[src/rtl/spireg_pkg.sv]
package spireg_pkg;
  localparam int FRAME_W = 16;
  localparam int ADDR_W  = 4;
  localparam int DATA_W  = 11;
  localparam int OCP_W   = 6;
  localparam int FIN_W   = OCP_W + 4;
  localparam int ID_W    = 4;
  localparam int N_CTRL  = 2;

  localparam logic [ADDR_W-1:0] ADDR_STAT1     = 4'd0;
  localparam logic [ADDR_W-1:0] ADDR_STAT2     = 4'd1;
  localparam logic [ADDR_W-1:0] ADDR_CTRL_BASE = 4'd2;
  localparam logic [ADDR_W-1:0] ADDR_CTRL_END  = ADDR_W'(int'(ADDR_CTRL_BASE) + N_CTRL);

  typedef struct packed {
    logic              rd;
    logic [ADDR_W-1:0] addr;
    logic [DATA_W-1:0] data;
  } cmd_t;

  typedef enum logic [1:0] {
    SEL_STAT1 = 2'd0,
    SEL_STAT2 = 2'd1,
    SEL_CTRL  = 2'd2,
    SEL_NONE  = 2'd3
  } sel_e;

  function automatic cmd_t unpack_cmd(input logic [FRAME_W-1:0] w);
    cmd_t c;
    c.rd   = w[FRAME_W-1];
    c.addr = w[FRAME_W-2 -: ADDR_W];
    c.data = w[DATA_W-1:0];
    return c;
  endfunction

  function automatic sel_e decode_addr(input logic [ADDR_W-1:0] a);
    if (a == ADDR_STAT1) return SEL_STAT1;
    if (a == ADDR_STAT2) return SEL_STAT2;
    if (a >= ADDR_CTRL_BASE && a < ADDR_CTRL_END) return SEL_CTRL;
    return SEL_NONE;
  endfunction

  function automatic logic [FRAME_W-1:0] pack_resp(input logic f0,
                                                   input logic [ADDR_W-1:0] a,
                                                   input logic [DATA_W-1:0] d);
    return {f0, a, d};
  endfunction

  // any-fault bit on top of the raw event bits
  function automatic logic [DATA_W-1:0] fault_set_vec(input logic [FIN_W-1:0] fin,
                                                      input logic ov);
    return {(|fin) | ov, fin};
  endfunction

  function automatic logic [DATA_W-1:0] stat2_word(input logic ov,
                                                   input logic [ID_W-1:0] id);
    return {3'b000, ov, 3'b000, id};
  endfunction
endpackage

[src/rtl/spireg_frame_port.sv]
module spireg_frame_port #(
  parameter int FRAME_W     = 16,
  parameter int SYNC_STAGES = 2
) (
  input  logic               clk,
  input  logic               rst_n,
  input  logic               sclk,
  input  logic               cs_n,
  input  logic               mosi,
  input  logic [FRAME_W-1:0] tx_word,
  output logic               miso,
  output logic [FRAME_W-1:0] rx_word,
  output logic               frame_end,
  output logic               frame_ok
);
  localparam int CNT_W = $clog2(FRAME_W) + 2;
  localparam logic [CNT_W-1:0] CNT_FULL = CNT_W'(FRAME_W);

  logic [SYNC_STAGES-1:0] sclk_sync, cs_sync, mosi_sync;
  logic sclk_s, cs_s, mosi_s, sclk_d, cs_d;
  logic sclk_rise, sclk_fall, cs_fall, cs_rise;
  logic [FRAME_W-1:0] rx_sr, tx_sr;
  logic [CNT_W-1:0]   bit_cnt;

  generate
    if (SYNC_STAGES == 1) begin : g_sync1
      always_ff @(posedge clk or negedge rst_n) begin
        if (!rst_n) begin
          sclk_sync <= '0;
          cs_sync   <= '1;
          mosi_sync <= '0;
        end else begin
          sclk_sync <= sclk;
          cs_sync   <= cs_n;
          mosi_sync <= mosi;
        end
      end
    end else begin : g_syncn
      always_ff @(posedge clk or negedge rst_n) begin
        if (!rst_n) begin
          sclk_sync <= '0;
          cs_sync   <= '1;
          mosi_sync <= '0;
        end else begin
          sclk_sync <= {sclk_sync[SYNC_STAGES-2:0], sclk};
          cs_sync   <= {cs_sync[SYNC_STAGES-2:0], cs_n};
          mosi_sync <= {mosi_sync[SYNC_STAGES-2:0], mosi};
        end
      end
    end
  endgenerate

  assign sclk_s = sclk_sync[SYNC_STAGES-1];
  assign cs_s   = cs_sync[SYNC_STAGES-1];
  assign mosi_s = mosi_sync[SYNC_STAGES-1];

  always_ff @(posedge clk or negedge rst_n) begin
    if (!rst_n) begin
      sclk_d <= 1'b0;
      cs_d   <= 1'b1;
    end else begin
      sclk_d <= sclk_s;
      cs_d   <= cs_s;
    end
  end

  assign sclk_rise = sclk_s & ~sclk_d;
  assign sclk_fall = ~sclk_s & sclk_d;
  assign cs_fall   = ~cs_s & cs_d;
  assign cs_rise   = cs_s & ~cs_d;

  always_ff @(posedge clk or negedge rst_n) begin
    if (!rst_n) begin
      rx_sr   <= '0;
      tx_sr   <= '0;
      bit_cnt <= '0;
    end else if (cs_fall) begin
      tx_sr   <= tx_word;
      bit_cnt <= '0;
    end else if (cs_rise) begin
      tx_sr   <= '0;
    end else if (!cs_s) begin
      if (sclk_rise) begin
        rx_sr <= {rx_sr[FRAME_W-2:0], mosi_s};
        if (bit_cnt != '1) bit_cnt <= bit_cnt + 1'b1;
      end
      if (sclk_fall) tx_sr <= {tx_sr[FRAME_W-2:0], 1'b0};
    end
  end

  assign miso      = ~cs_s & tx_sr[FRAME_W-1];
  assign rx_word   = rx_sr;
  assign frame_end = cs_rise;
  assign frame_ok  = cs_rise && (bit_cnt == CNT_FULL);
endmodule

[src/rtl/spireg_fault_latch.sv]
module spireg_fault_latch
  import spireg_pkg::*;
(
  input  logic              clk,
  input  logic              rst_n,
  input  logic [FIN_W-1:0]  fault_in,
  input  logic              ov_in,
  input  logic              frame_ok,
  input  logic              rd_s1,
  input  logic              rd_s2,
  output logic [DATA_W-1:0] s1_q,
  output logic              ov_q,
  output logic [DATA_W-1:0] s1_now,
  output logic              ov_now,
  output logic              clear_now,
  output logic              fault_any
);
  logic [DATA_W-1:0] set_vec, fresh1, mask1, s1_base;
  logic              fresh_ov, mask_ov, ov_base;

  assign set_vec   = fault_set_vec(fault_in, ov_in);
  assign fault_any = set_vec[DATA_W-1];
  assign clear_now = frame_ok & ((|mask1) | mask_ov);

  always_comb begin
    s1_base = s1_q;
    ov_base = ov_q;
    if (frame_ok) begin
      s1_base = (s1_q & ~mask1) | fresh1;
      ov_base = (ov_q & ~mask_ov) | fresh_ov;
    end
    s1_now = s1_base | set_vec;
    ov_now = ov_base | ov_in;
  end

  always_ff @(posedge clk or negedge rst_n) begin
    if (!rst_n) begin
      s1_q     <= '0;
      ov_q     <= 1'b0;
      fresh1   <= '0;
      fresh_ov <= 1'b0;
      mask1    <= '0;
      mask_ov  <= 1'b0;
    end else begin
      s1_q <= s1_now;
      ov_q <= ov_now;
      if (frame_ok) begin
        fresh1   <= set_vec;
        fresh_ov <= ov_in;
        mask1    <= rd_s1 ? s1_now : '0;
        mask_ov  <= rd_s2 & ov_now;
      end else begin
        fresh1   <= fresh1 | set_vec;
        fresh_ov <= fresh_ov | ov_in;
      end
    end
  end
endmodule

[src/rtl/spireg_ctrl_bank.sv]
module spireg_ctrl_bank #(
  parameter int N  = 2,
  parameter int DW = 11,
  parameter int AW = 4,
  parameter logic [AW-1:0]   BASE = 2,
  parameter logic [N*DW-1:0] RST  = '0
) (
  input  logic          clk,
  input  logic          rst_n,
  input  logic          wr_en,
  input  logic [AW-1:0] addr,
  input  logic [DW-1:0] wr_data,
  output logic [DW-1:0] rd_data,
  output logic [N*DW-1:0] q_flat
);
  logic [DW-1:0] q [N];

  for (genvar k = 0; k < N; k++) begin : g_reg
    localparam logic [AW-1:0] MY_ADDR = AW'(int'(BASE) + k);
    always_ff @(posedge clk or negedge rst_n) begin
      if (!rst_n) q[k] <= RST[k*DW +: DW];
      else if (wr_en && addr == MY_ADDR) q[k] <= wr_data;
    end
    assign q_flat[k*DW +: DW] = q[k];
  end

  always_comb begin
    rd_data = '0;
    for (int k = 0; k < N; k++)
      if (addr == AW'(int'(BASE) + k)) rd_data = q[k];
  end
endmodule

[src/rtl/fault_spi_regs.sv]
module fault_spi_regs
  import spireg_pkg::*;
#(
  parameter int SYNC_STAGES = 2,
  parameter logic [ID_W-1:0]   DEV_ID    = 4'h5,
  parameter logic [DATA_W-1:0] CTRL1_RST = '0,
  parameter logic [DATA_W-1:0] CTRL2_RST = '0
) (
  input  logic              clk,
  input  logic              rst_n,
  input  logic              spi_sclk,
  input  logic              spi_cs_n,
  input  logic              spi_mosi,
  output logic              spi_miso,
  input  logic [OCP_W-1:0]  flt_ocp,
  input  logic              flt_gate_uv,
  input  logic              flt_supply_uv,
  input  logic              flt_ot_shut,
  input  logic              flt_ot_warn,
  input  logic              flt_gate_ov,
  output logic [DATA_W-1:0] ctrl1_q,
  output logic [DATA_W-1:0] ctrl2_q
);
  logic [FRAME_W-1:0] rx_word, resp_q;
  logic               frame_end, frame_ok;
  cmd_t               cmd;
  sel_e               sel;
  logic               cmd_rd;
  logic [ADDR_W-1:0]  cmd_addr;
  logic               wr_ctrl, rd_s1, rd_s2;
  logic [DATA_W-1:0]  s1_q, s1_now, ctrl_rd, resp_data;
  logic               ov_q, ov_now, clear_now, fault_any;
  logic [FIN_W-1:0]   fault_in;
  logic [N_CTRL*DATA_W-1:0] ctrl_flat;

  spireg_frame_port #(.FRAME_W(FRAME_W), .SYNC_STAGES(SYNC_STAGES)) u_port (
    .clk(clk), .rst_n(rst_n), .sclk(spi_sclk), .cs_n(spi_cs_n), .mosi(spi_mosi),
    .tx_word(resp_q), .miso(spi_miso), .rx_word(rx_word),
    .frame_end(frame_end), .frame_ok(frame_ok)
  );

  assign cmd      = unpack_cmd(rx_word);
  assign sel      = decode_addr(cmd.addr);
  assign cmd_rd   = cmd.rd;
  assign cmd_addr = cmd.addr;
  assign wr_ctrl  = frame_ok & ~cmd.rd & (sel == SEL_CTRL);
  assign rd_s1    = cmd.rd & (sel == SEL_STAT1);
  assign rd_s2    = cmd.rd & (sel == SEL_STAT2);
  assign fault_in = {flt_gate_uv, flt_supply_uv, flt_ot_shut, flt_ot_warn, flt_ocp};

  spireg_fault_latch u_faults (
    .clk(clk), .rst_n(rst_n), .fault_in(fault_in), .ov_in(flt_gate_ov),
    .frame_ok(frame_ok), .rd_s1(rd_s1), .rd_s2(rd_s2),
    .s1_q(s1_q), .ov_q(ov_q), .s1_now(s1_now), .ov_now(ov_now),
    .clear_now(clear_now), .fault_any(fault_any)
  );

  spireg_ctrl_bank #(
    .N(N_CTRL), .DW(DATA_W), .AW(ADDR_W), .BASE(ADDR_CTRL_BASE),
    .RST({CTRL2_RST, CTRL1_RST})
  ) u_ctrl (
    .clk(clk), .rst_n(rst_n), .wr_en(wr_ctrl), .addr(cmd.addr),
    .wr_data(cmd.data), .rd_data(ctrl_rd), .q_flat(ctrl_flat)
  );

  assign ctrl1_q = ctrl_flat[DATA_W-1:0];
  assign ctrl2_q = ctrl_flat[2*DATA_W-1:DATA_W];

  always_comb begin
    unique case (sel)
      SEL_STAT1: resp_data = s1_now;
      SEL_STAT2: resp_data = stat2_word(ov_now, DEV_ID);
      SEL_CTRL:  resp_data = cmd.rd ? ctrl_rd : cmd.data;
      default:   resp_data = '0;
    endcase
  end

  always_ff @(posedge clk or negedge rst_n) begin
    if (!rst_n) resp_q <= '0;
    else if (frame_ok) resp_q <= pack_resp((|s1_now) | ov_now, cmd.addr, resp_data);
  end
endmodule

[config.mk]
export PLATFORM = sky130hd
export DESIGN_NAME = fault_spi_regs
export DESIGN_NICKNAME = d
export VERILOG_FILES = /design/src/rtl/spireg_pkg.sv /design/src/rtl/spireg_frame_port.sv /design/src/rtl/spireg_fault_latch.sv /design/src/rtl/spireg_ctrl_bank.sv /design/src/rtl/fault_spi_regs.sv
export SDC_FILE = /design/constraint.sdc
export NUM_CORES = 1
export LEC_CHECK = 0
export ABC_AREA = 0
export BUFFER_PORTS_ARGS = -buffer_cell sky130_fd_sc_hd__buf_4
export CAP_MARGIN = 30
export CORE_MARGIN = 2
export CORE_UTILIZATION = 48
export DETAILED_ROUTE_END_ITERATION = 8
export PLACE_DENSITY = 0.65
export SLEW_MARGIN = 20
export SYNTH_ARGS = -nofsm -noshare
export SYNTH_HDL_FRONTEND = slang
export SYNTH_SLANG_ARGS = --single-unit
[constraint.sdc]
create_clock -name clk -period 2.4 [get_ports clk]
set_input_delay 0.48 -clock clk [delete_from_list [all_inputs] [get_ports clk]]
set_output_delay 0.48 -clock clk [all_outputs]
set_load 0.02 [all_outputs]
; Yosys cells after proc, flatten, opt, wreduce, memory -nomap -nowiden
; Cells that the tools add are included.
[totals]
wordCells = 103
in_bits = 16
out_inout_bits = 23
reg_bits = 120
[op_classes]
n_bitwise = 29
addsub = 1
n_mux = 30
reduce_logical = 14
eq_ne = 10
magnitude_cmp = 2
[op_table]
columns = operator, n
row1 = two-way mux 11 bit, 6
row2 = two-way mux 16 bit, 4
row3 = OR 11 bit, 3
row4 = one-hot mux 11 bit (3 select lines), 1
row5 = two-way mux 6 bit, 5
row6 = two-way mux 2 bit, 6
row7 = AND 1 bit, 11
row8 = AND 11 bit, 1
row9 = NOT 11 bit, 1
row10 = OR reduction 11 bit, 1
row11 = OR reduction 10 bit, 1
row12 = equality test 4 x 2 -> 1 bit (second input constant), 2
row13 = two-way mux 1 bit, 8
row14 = NOT 1 bit, 8
row15 = AND reduction 4 bit, 2
row16 = adder 6 x 1 -> 6 bit (second input constant), 1
row17 = equality test 6 x 5 -> 1 bit (second input constant), 1
row18 = != test 6 bit (second input constant), 1
row19 = OR 1 bit, 5
row20 = equality test 4 x 1 -> 1 bit (second input constant), 1
row21 = greater-or-equal comparator 4 x 2 -> 1 bit (second input constant), 1
row22 = logical AND 1 bit, 4
row23 = zero test 4 bit, 1
row24 = less-than comparator 4 x 3 -> 1 bit (second input constant), 1
row25 = 9 further kinds, 10

; Depth between registers and ports, before layout
; Gate-level depths: netlist of the first run.
[depth]
ltp_word = 11
depth_mapped = 10
mapped_depth_nobuf = 7

; Hierarchy
; From an unflattened synthesis of the first run, not the netlist that was laid out.
[hier_totals]
cells_unflattened = 408
area_unflattened_um2 = 5290.1
[by_module_without_submodules]
columns = module, instances, area_per_inst_um2, seq_area_each_um2, cells_each
row1 = spireg_frame_port, 1, 1978.1, 1154.9, 166
row2 = spireg_fault_latch, 1, 1386.3, 900.9, 104
row3 = spireg_ctrl_bank, 1, 1006.0, 550.5, 63
row4 = fault_spi_regs, 1, 919.6, 400.4, 75

; Least setup slack after synthesis of the first run
; Ideal clock, no wire load.
[synth_timing]
kind = register to register
start = register u_port.bit_cnt[0]
end = register resp_q[15]
path_buffers = 2
path_stages_with_launch = 10
synth_period_minus_slack_ps = 1969
arrival_time_ps = 1838
setup_ps = 131
path_slack_ps = 431
cell_sequence = dfrtp_1 -> inv_1 -> ha_1 -> and4bb_4 -> and2_1 -> buf_6 -> buf_6 -> a211o_1 -> nor4_1 -> a31oi_1
[synth_via]
elab_chain_cells = 6
elab_cells_between_ends = 8
cone_classes = eq/ne: 1 / mux: 2 / bitwise: 3 / reduce/logical: 2
[synth_lines]
columns = item, line_no
row1 = from (decl), spireg_frame_port.sv:23  ; logic [CNT_W-1:0] bit_cnt;
row2 = from (signal assigned), spireg_frame_port.sv:85  ; if (bit_cnt != '1) bit_cnt <= bit_cnt + 1'b1;
row3 = equality test 6 x 5 -> 1 bit, spireg_frame_port.sv:94  ; assign frame_ok = cs_rise && (bit_cnt == CNT_FULL);
row4 = logical AND 1 bit, spireg_frame_port.sv:94
row5 = two-way mux 11 bit, spireg_fault_latch.sv:28  ; if (frame_ok) begin
row6 = OR 11 bit, spireg_fault_latch.sv:32  ; s1_now = s1_base | set_vec;
row7 = via s1_now[6], fault_spi_regs.sv:31  ; logic [DATA_W-1:0] s1_q, s1_now, ctrl_rd, resp_data;
row8 = OR reduction 11 bit, fault_spi_regs.sv:80  ; else if (frame_ok) resp_q <= pack_resp((|s1_now) | ov_now, cmd.addr, resp_data);
row9 = OR 1 bit, fault_spi_regs.sv:80
row10 = to (signal assigned), fault_spi_regs.sv:80
row11 = to (decl), fault_spi_regs.sv:24  ; logic [FRAME_W-1:0] rx_word, resp_q;
; The timed path passes the listed nets, and every way through them passes these cells.
; A chain may end at the register's enable or synchronous reset.

; Worst setup path after layout of the first run
[layout_timing]
start = register u_port.bit_cnt[0]
end = register resp_q[10]
[layout_via]
elab_chain_cells = 5
[layout_lines]
columns = item, line_no
row1 = equality test 6 x 5 -> 1 bit, spireg_frame_port.sv:94
row2 = logical AND 1 bit, spireg_frame_port.sv:94
row3 = two-way mux 11 bit, spireg_fault_latch.sv:28
row4 = OR 11 bit, spireg_fault_latch.sv:32
row5 = via s1_now[10], fault_spi_regs.sv:31
row6 = one-hot mux 11 bit (3 select lines), fault_spi_regs.sv:70  ; unique case (sel)
; The timed path passes the listed nets, and every way through them passes these cells.

==> metrics.txt, run 1 <==
drt drc=0; Initial Util=49.17%; most used flip-flop cell after synthesis=dfrtp_1; Least-Margin Pin Slew=571.9 ps; first-pass GRT wire length=19800 µm; drt pass-1 iters=4; Hold Fails Final Rpt=0; vias=3727; synth warn=0; crit path buf inv count=2; critical path's largest stage delay=440 ps; worst r2r src=u_port.bit_cnt[0]; Max-slew headroom=61.88%; die height=109.1 µm; CP startpoint=u_port.bit_cnt[0]; Routed Antenna Nets=0; fin crit share=94.18%; Post-synth ARST share=100.0%; unrepaired setup endpoints after global routing=no; Req. time, crit path=2780 ps; Fillers=870; Worst R2R End=resp_q[10]; critical path launch point type=flip-flop; All-Layer GR Usage=22.29%; Clock Skew=7.791 ps; share of layout cells above drive strength 1=30.20%; peak supply drop=703.4 µV; status=finished, final reports clean; final net count=517; Pwr Density=785.0 nW/µm²; EDFF count, synth=0; Max Slew Vio Count=0; crit path DAT=2640 ps; DP HPWL=8136 µm; routability cong.=0.9205; Worst-Skew Late Latency=510 ps; Hold Crit Depth=1; CP max FO=10; Synthesized Nets=465; die area=11910 µm²; Reg2Reg Setup Slack=140 ps; Post-CTS Setup Bufs=0; max_cap viols=0; pin count of the biggest net entering global routing=49; setup violators final=0; Area growth syn-to-layout=22.02%; clock slew at reported path FFs=60 ps; Syn Area/Cell=11.87 µm²; grt ovf=0; total negative slack=0 ps; cells along the critical path=inv_1, ha_1, and4bb_4, and2_1, buf_12, a221o_1, a21oi_1, o21ai_0; Fmax=442.4 MHz; Worst Reg-to-Reg Cells=8; delay-heaviest family, CP=compound AO/OA/AOI/OAI gates; DRT iter0 DRCs=271; CTS Root Cell=clkbuf_8; sequential standard cell area=3007 µm²; Die W=109.1 µm; hold crit path type=in2reg; CTS max path bufs=2; I/O Pins=39; slowest cell on the critical path=a221o_1; CTS tree=built; post-synth cell types=42; crit end category=flip-flop; Via density=5.734; IO buf count=38; Worst path depth=8; clk sinks=120; antenna cells=0; num rows=38; leak pwr=2.878 nW; CTS Buf Count=17; Post-Route WL=12290 µm; Syn Inst Count=447; initial antenna violation count=0; DP Cell Count=619; CP Class=reg2reg; Seq/Total Area, Yosys=56.66%; WL/cell=18.90 µm; Core Area=10790 µm²; H-tree levels=4; #FFs+latches synth=120; multi-input logic area=2138 µm²; Final Critical Period=2260 ps; vias in the first global route=3677; hold_sp=spi_mosi; cell area after synthesis=5306 µm²; final cell count without fillers=650; Hold EP=u_port.mosi_sync[0]
worst register-to-register path, delay by kind of cell (launching register included):
family,cells,cell delay (ps)
AOI/OAI and AO/OA,3,890
and+or+nand+nor,2,420
DFF,1,410
buffers and inverters,2,240
adders and majority gates,1,190
stage by stage:
stage	utilization [%]	area, µm²	setup WS, ps	power [W]	hold WS (ps)
after floorplan	-	5306	431.2	0.002310	184.4
after global placement	54.09	5838	261.5	0.002435	335.4
after detailed placement	54.09	5838	156.9	0.002443	334.7
after CTS	59.99	6475	164.9	0.005128	57.21
after global routing	59.99	6475	71.07	0.005272	52.27
final	59.99	6475	139.6	0.005083	77.45
state kept, by name, indices dropped and copies added, names as in the netlist:
register	flops
u_faults.ov_q	1
u_faults.mask_ov	1
u_ctrl.q_flat	22
u_faults.fresh_ov	1
resp_q	16
u_port.mosi_sync	2
u_port.cs_sync	2
u_port.bit_cnt	6
u_port.rx_word	16
u_faults.mask1	11
u_port.sclk_d	1
u_port.sclk_sync	2
u_faults.fresh1	11
u_port.tx_sr	16
u_faults.s1_q	11
u_port.cs_d	1
layer usage:
metal / up-vias / GRT usage (%) / part of all wire [%]
met4: 0 / 5.678 / 1.5
met1: 1877 / 32.20 / 45
met5: - / 0 / 0
li1: 1715 / - / -
met3: 19 / 6.455 / 4.9
met2: 116 / 33.10 / 48
Yosys cell counts (2+ instances only):
| library cell | count | share of area [%] |
|---|---|---|
| mux2_2 | 44 | 9.3 |
| nand2_1 | 47 | 3.3 |
| a211oi_1 | 8 | 1.1 |
| a22o_1 | 9 | 1.5 |
| a21oi_1 | 11 | 1.0 |
| a21o_1 | 12 | 1.7 |
| a211o_1 | 3 | 0.50 |
| clkbuf_1 | 16 | 1.1 |
| a22oi_1 | 2 | 0.28 |
| inv_1 | 8 | 0.57 |
| a31oi_1 | 2 | 0.24 |
| buf_2 | 8 | 0.75 |
| nor3_1 | 3 | 0.28 |
| xor2_1 | 4 | 0.66 |
| mux2_4 | 10 | 2.8 |
| nor2_1 | 21 | 1.5 |
| and3_1 | 3 | 0.35 |
| o311ai_0 | 2 | 0.33 |
| dfrtp_1 | 117 | 55 |
| o21ai_0 | 32 | 3.0 |
| nand4_1 | 4 | 0.47 |
| ha_1 | 2 | 0.47 |
| nor4_1 | 7 | 0.83 |
| buf_6 | 3 | 0.64 |
| and2_1 | 2 | 0.24 |
| mux2i_1 | 25 | 4.7 |
| nand3_1 | 12 | 1.1 |
| nor2b_1 | 4 | 0.47 |
| dfstp_2 | 3 | 1.5 |
| a221o_1 | 10 | 1.9 |
| nand2_2 | 2 | 0.24 |
final cells by class:
cell class | instances | share of cell area, %
Sequential cell | 120 | 46.43
Multi-Input combinational cell | 291 | 33.02
Timing Repair Buffer | 61 | 7.691
Clock buffer | 23 | 7.517
Tap cell | 140 | 2.705
Clock inverter | 7 | 2.164
Inverter | 8 | 0.4638
cells by family after synthesis:
family,count (synthesis),synth area share (%)
muxes,79,16.88
and+or+nand+nor,111,9.927
DFF,120,56.66
buffers and inverters,36,3.160
AOI/OAI and AO/OA,94,12.07
adders and majority gates,2,0.4715
xor gates and xnor gates,5,0.8252
report_power, final:
part	leakage [nW]	internal, W	switching [W]
clock network	0.302	0.00181	0.000864
registers	1.42	0.00209	0.0000654
logic	1.16	0.000116	0.000133
total	2.88	0.00402	0.00106
cell usage in the layout (no fill, tap or decap), types with 9 or more instances in the layout:
cell type	instances
mux2_2	44
o21ai_0	32
nand3_1	12
clkbuf_16	16
a22o_1	9
a21o_1	12
dfrtp_1	117
nor2_1	21
mux2i_1	25
mux2_4	10
nand2_1	47
buf_4	57
a21oi_1	11
a221o_1	10
repair_timing:
item,in CTS,in global routing
gates resized for setup,0,1
setup endpoints to repair,0,1
endpoints found under the hold margin,32,0
hold buffers,1,0
worst max-delay path by stage:
| stage | endpoint | slack (ps) |
|---|---|---|
| 2_1_floorplan | resp_q[15] | 430 |
| 3_3_place_gp | resp_q[10] | 260 |
| 3_5_place_dp | resp_q[0] | 160 |
| 4_1_cts | resp_q[0] | 160 |
| 5_1_grt | resp_q[0] | 70 |
| 6_report | resp_q[10] | 140 |
Note: power is estimated with default switching activity, not from simulation.
==> inputs of run 2 (changes only) <==
--- a/config.mk
+++ b/config.mk
@@ -11,7 +11,7 @@
 export CORE_MARGIN = 2
 export CORE_UTILIZATION = 48
 export DETAILED_ROUTE_END_ITERATION = 8
-export PLACE_DENSITY = 0.65
+export PLACE_DENSITY = 0.66
 export SLEW_MARGIN = 20
 export SYNTH_ARGS = -nofsm -noshare
 export SYNTH_HDL_FRONTEND = slang
==> run 2 against run 1 <==
  * Clock-buffer cell count increased by 2
  * Global-route usage increased by 0.18 points
  * Critical path type unchanged
  * Largest power group unchanged
  * Cell count increased by 0.15%
  * Clock skew increased by 1.3 ps
  * Clock power decreased by 4%
  * Sequential power about the same
  * Worst hold slack got worse by 24 ps
  * Sequential cell count unchanged
  * Maximum frequency increased by 2.3%
  * Die area unchanged
  * Cell area decreased by 0.70%
  * Core utilization decreased by 0.42 points
==> metrics.txt, run 2 (same netlist as run 1, synthesis figures left out) <==
first-pass GRT wire length=19860 µm; Fmax=452.5 MHz; Clock Skew=9.061 ps; setup violators final=0; die height=109.1 µm; CTS tree=built; crit path buf inv count=2; critical path launch point type=flip-flop; DRT iter0 DRCs=267; Final Critical Period=2210 ps; clock slew at reported path FFs=50 ps; I/O Pins=39; commonest non-fill, non-tap cell in the layout=dfrtp_1; IO buf count=38; unrepaired setup endpoints after global routing=no; total negative slack=0 ps; status=finished, final reports clean; hold crit path type=in2reg; initial antenna violation count=0; CTS Buf Count=17; max reg flops=22; crit path DAT=2620 ps; Worst-Skew Late Latency=540 ps; num rows=38; final net count=516; worst r2r src=u_port.bit_cnt[0]; Core Area=10790 µm²; Post-Route WL=11930 µm; routability cong.=0.9039; leak pwr=2.851 nW; vias in the first global route=3698; share of layout cells above drive strength 1=29.75%; Req. time, crit path=2810 ps; clk sinks=120; vias=3668; Initial Util=49.17%; Max Slew Vio Count=0; grt ovf=0; max_cap viols=0; critical path's largest stage delay=410 ps; delay-heaviest family, CP=simple AND/OR/NAND/NOR gates; antenna cells=0; Final WS setup=189.9 ps; CTS Root Cell=clkbuf_8; CP startpoint=u_port.bit_cnt[0]; WL/cell=18.32 µm; Reg2Reg Setup Slack=190 ps; die area=11910 µm²; most frequent cells in the layout=dfrtp_1 (117), buf_4 (57), nand2_1 (47); Least-Margin Pin Slew=506.1 ps; drt drc=0; Routed Antenna Nets=0; DP HPWL=8066 µm; cells along the critical path=inv_1, ha_1, and4bb_4, and2_1, buf_4, a221o_1, nor4_1, a31oi_1; slowest cell on the critical path=a221o_1; Fillers=854; Area growth syn-to-layout=21.17%; Die W=109.1 µm; peak supply drop=502.3 µV; Max-slew headroom=66.26%; Hold Fails Final Rpt=0; hold_sp=spi_cs_n; drt pass-1 iters=4; CP Class=reg2reg; pre-CTS WS=189.5 ps; Pwr Density=771.9 nW/µm²; CTS max path bufs=2; H-tree levels=4; All-Layer GR Usage=22.47%; CP max FO=6; crit end category=flip-flop; pin count of the biggest net entering global routing=49; fin crit share=92.09%; Via density=5.634
-- run 2: cell types whose count changed in the layout (fill, tap and decap cells not counted) --
cell,previous run,this run
clkbuf_1,1,4
buf_12,3,2
bufinv_16,4,3
clkbuf_8,6,5
clkinvlp_4,2,3
o311ai_0,1,2
o311ai_1,1,0
-- run 2: layer usage --
layer | GRT usage, % | vias to the layer above | share of wire, %
met2 | 33.41 | 101 | 47
met3 | 6.934 | 21 | 5.8
li1 | - | 1721 | -
met5 | 0 | - | 0
met1 | 31.00 | 1825 | 45
met4 | 8.425 | 0 | 1.8
-- run 2: path summary, 6_finish.rpt --
| kind | cells past startpoint | end |
|---|---|---|
| worst max-delay path | 8 | resp_q[15] |
| worst min-delay path | 1 | u_port.cs_sync[0] |
| worst max register to register | 8 | resp_q[15] |
| worst min register to register | 0 | u_port.sclk_sync[1] |
| max in group asynchronous | 3 | u_port.rx_word[10] |
| min in group asynchronous | 2 | u_port.tx_sr[15] |
-- run 2: timing repair --
action	in CTS	in global routing
hold buffers	1	0
gates resized for setup	0	0
setup buffers	0	0
endpoints found under the hold margin	32	0
-- run 2: per-stage QoR --
| stage | area, µm² | cells | total power (W) | utilization (%) | hold WS [ps] |
|---|---|---|---|---|---|
| 3_5_place_dp | 5818 | 618 | 0.002443 | 53.91 | 334.7 |
| 2_1_floorplan | 5306 | 447 | 0.002310 | - | 184.4 |
| 3_3_place_gp | 5818 | 618 | 0.002432 | 53.91 | 334.3 |
| 5_1_grt | 6430 | 651 | 0.005140 | 59.58 | 22.76 |
| 6_report | 6430 | 651 | 0.004963 | 59.58 | 53.33 |
| 4_1_cts | 6430 | 651 | 0.005026 | 59.58 | 19.30 |
-- run 2: final cells by class --
type	count	area (µm²)	area share, %
clock inverters	7	117.6	1.829
inverters	8	30.03	0.4670
clock buffers	25	484.2	7.531
repair buffers	60	478.0	7.433
well taps	140	175.2	2.724
flip-flops and latches	120	3007	46.76
multi-input cells	291	2138	33.26
-- run 2: worst register-to-register path: stages, from the launching register on --
cell and delay [ps]:
dfrtp_1 400, inv_1 60, ha_1 190, and4bb_4 210, and2_1 210, buf_4 180, a221o_1 410, nor4_1 310
a31oi_1 120
-- run 2: power by group --
group	leakage (nW)	switching, W	internal [W]
combinational	1.15	0.000131	0.000115
clock	0.285	0.000868	0.00169
sequential	1.42	0.0000675	0.00209
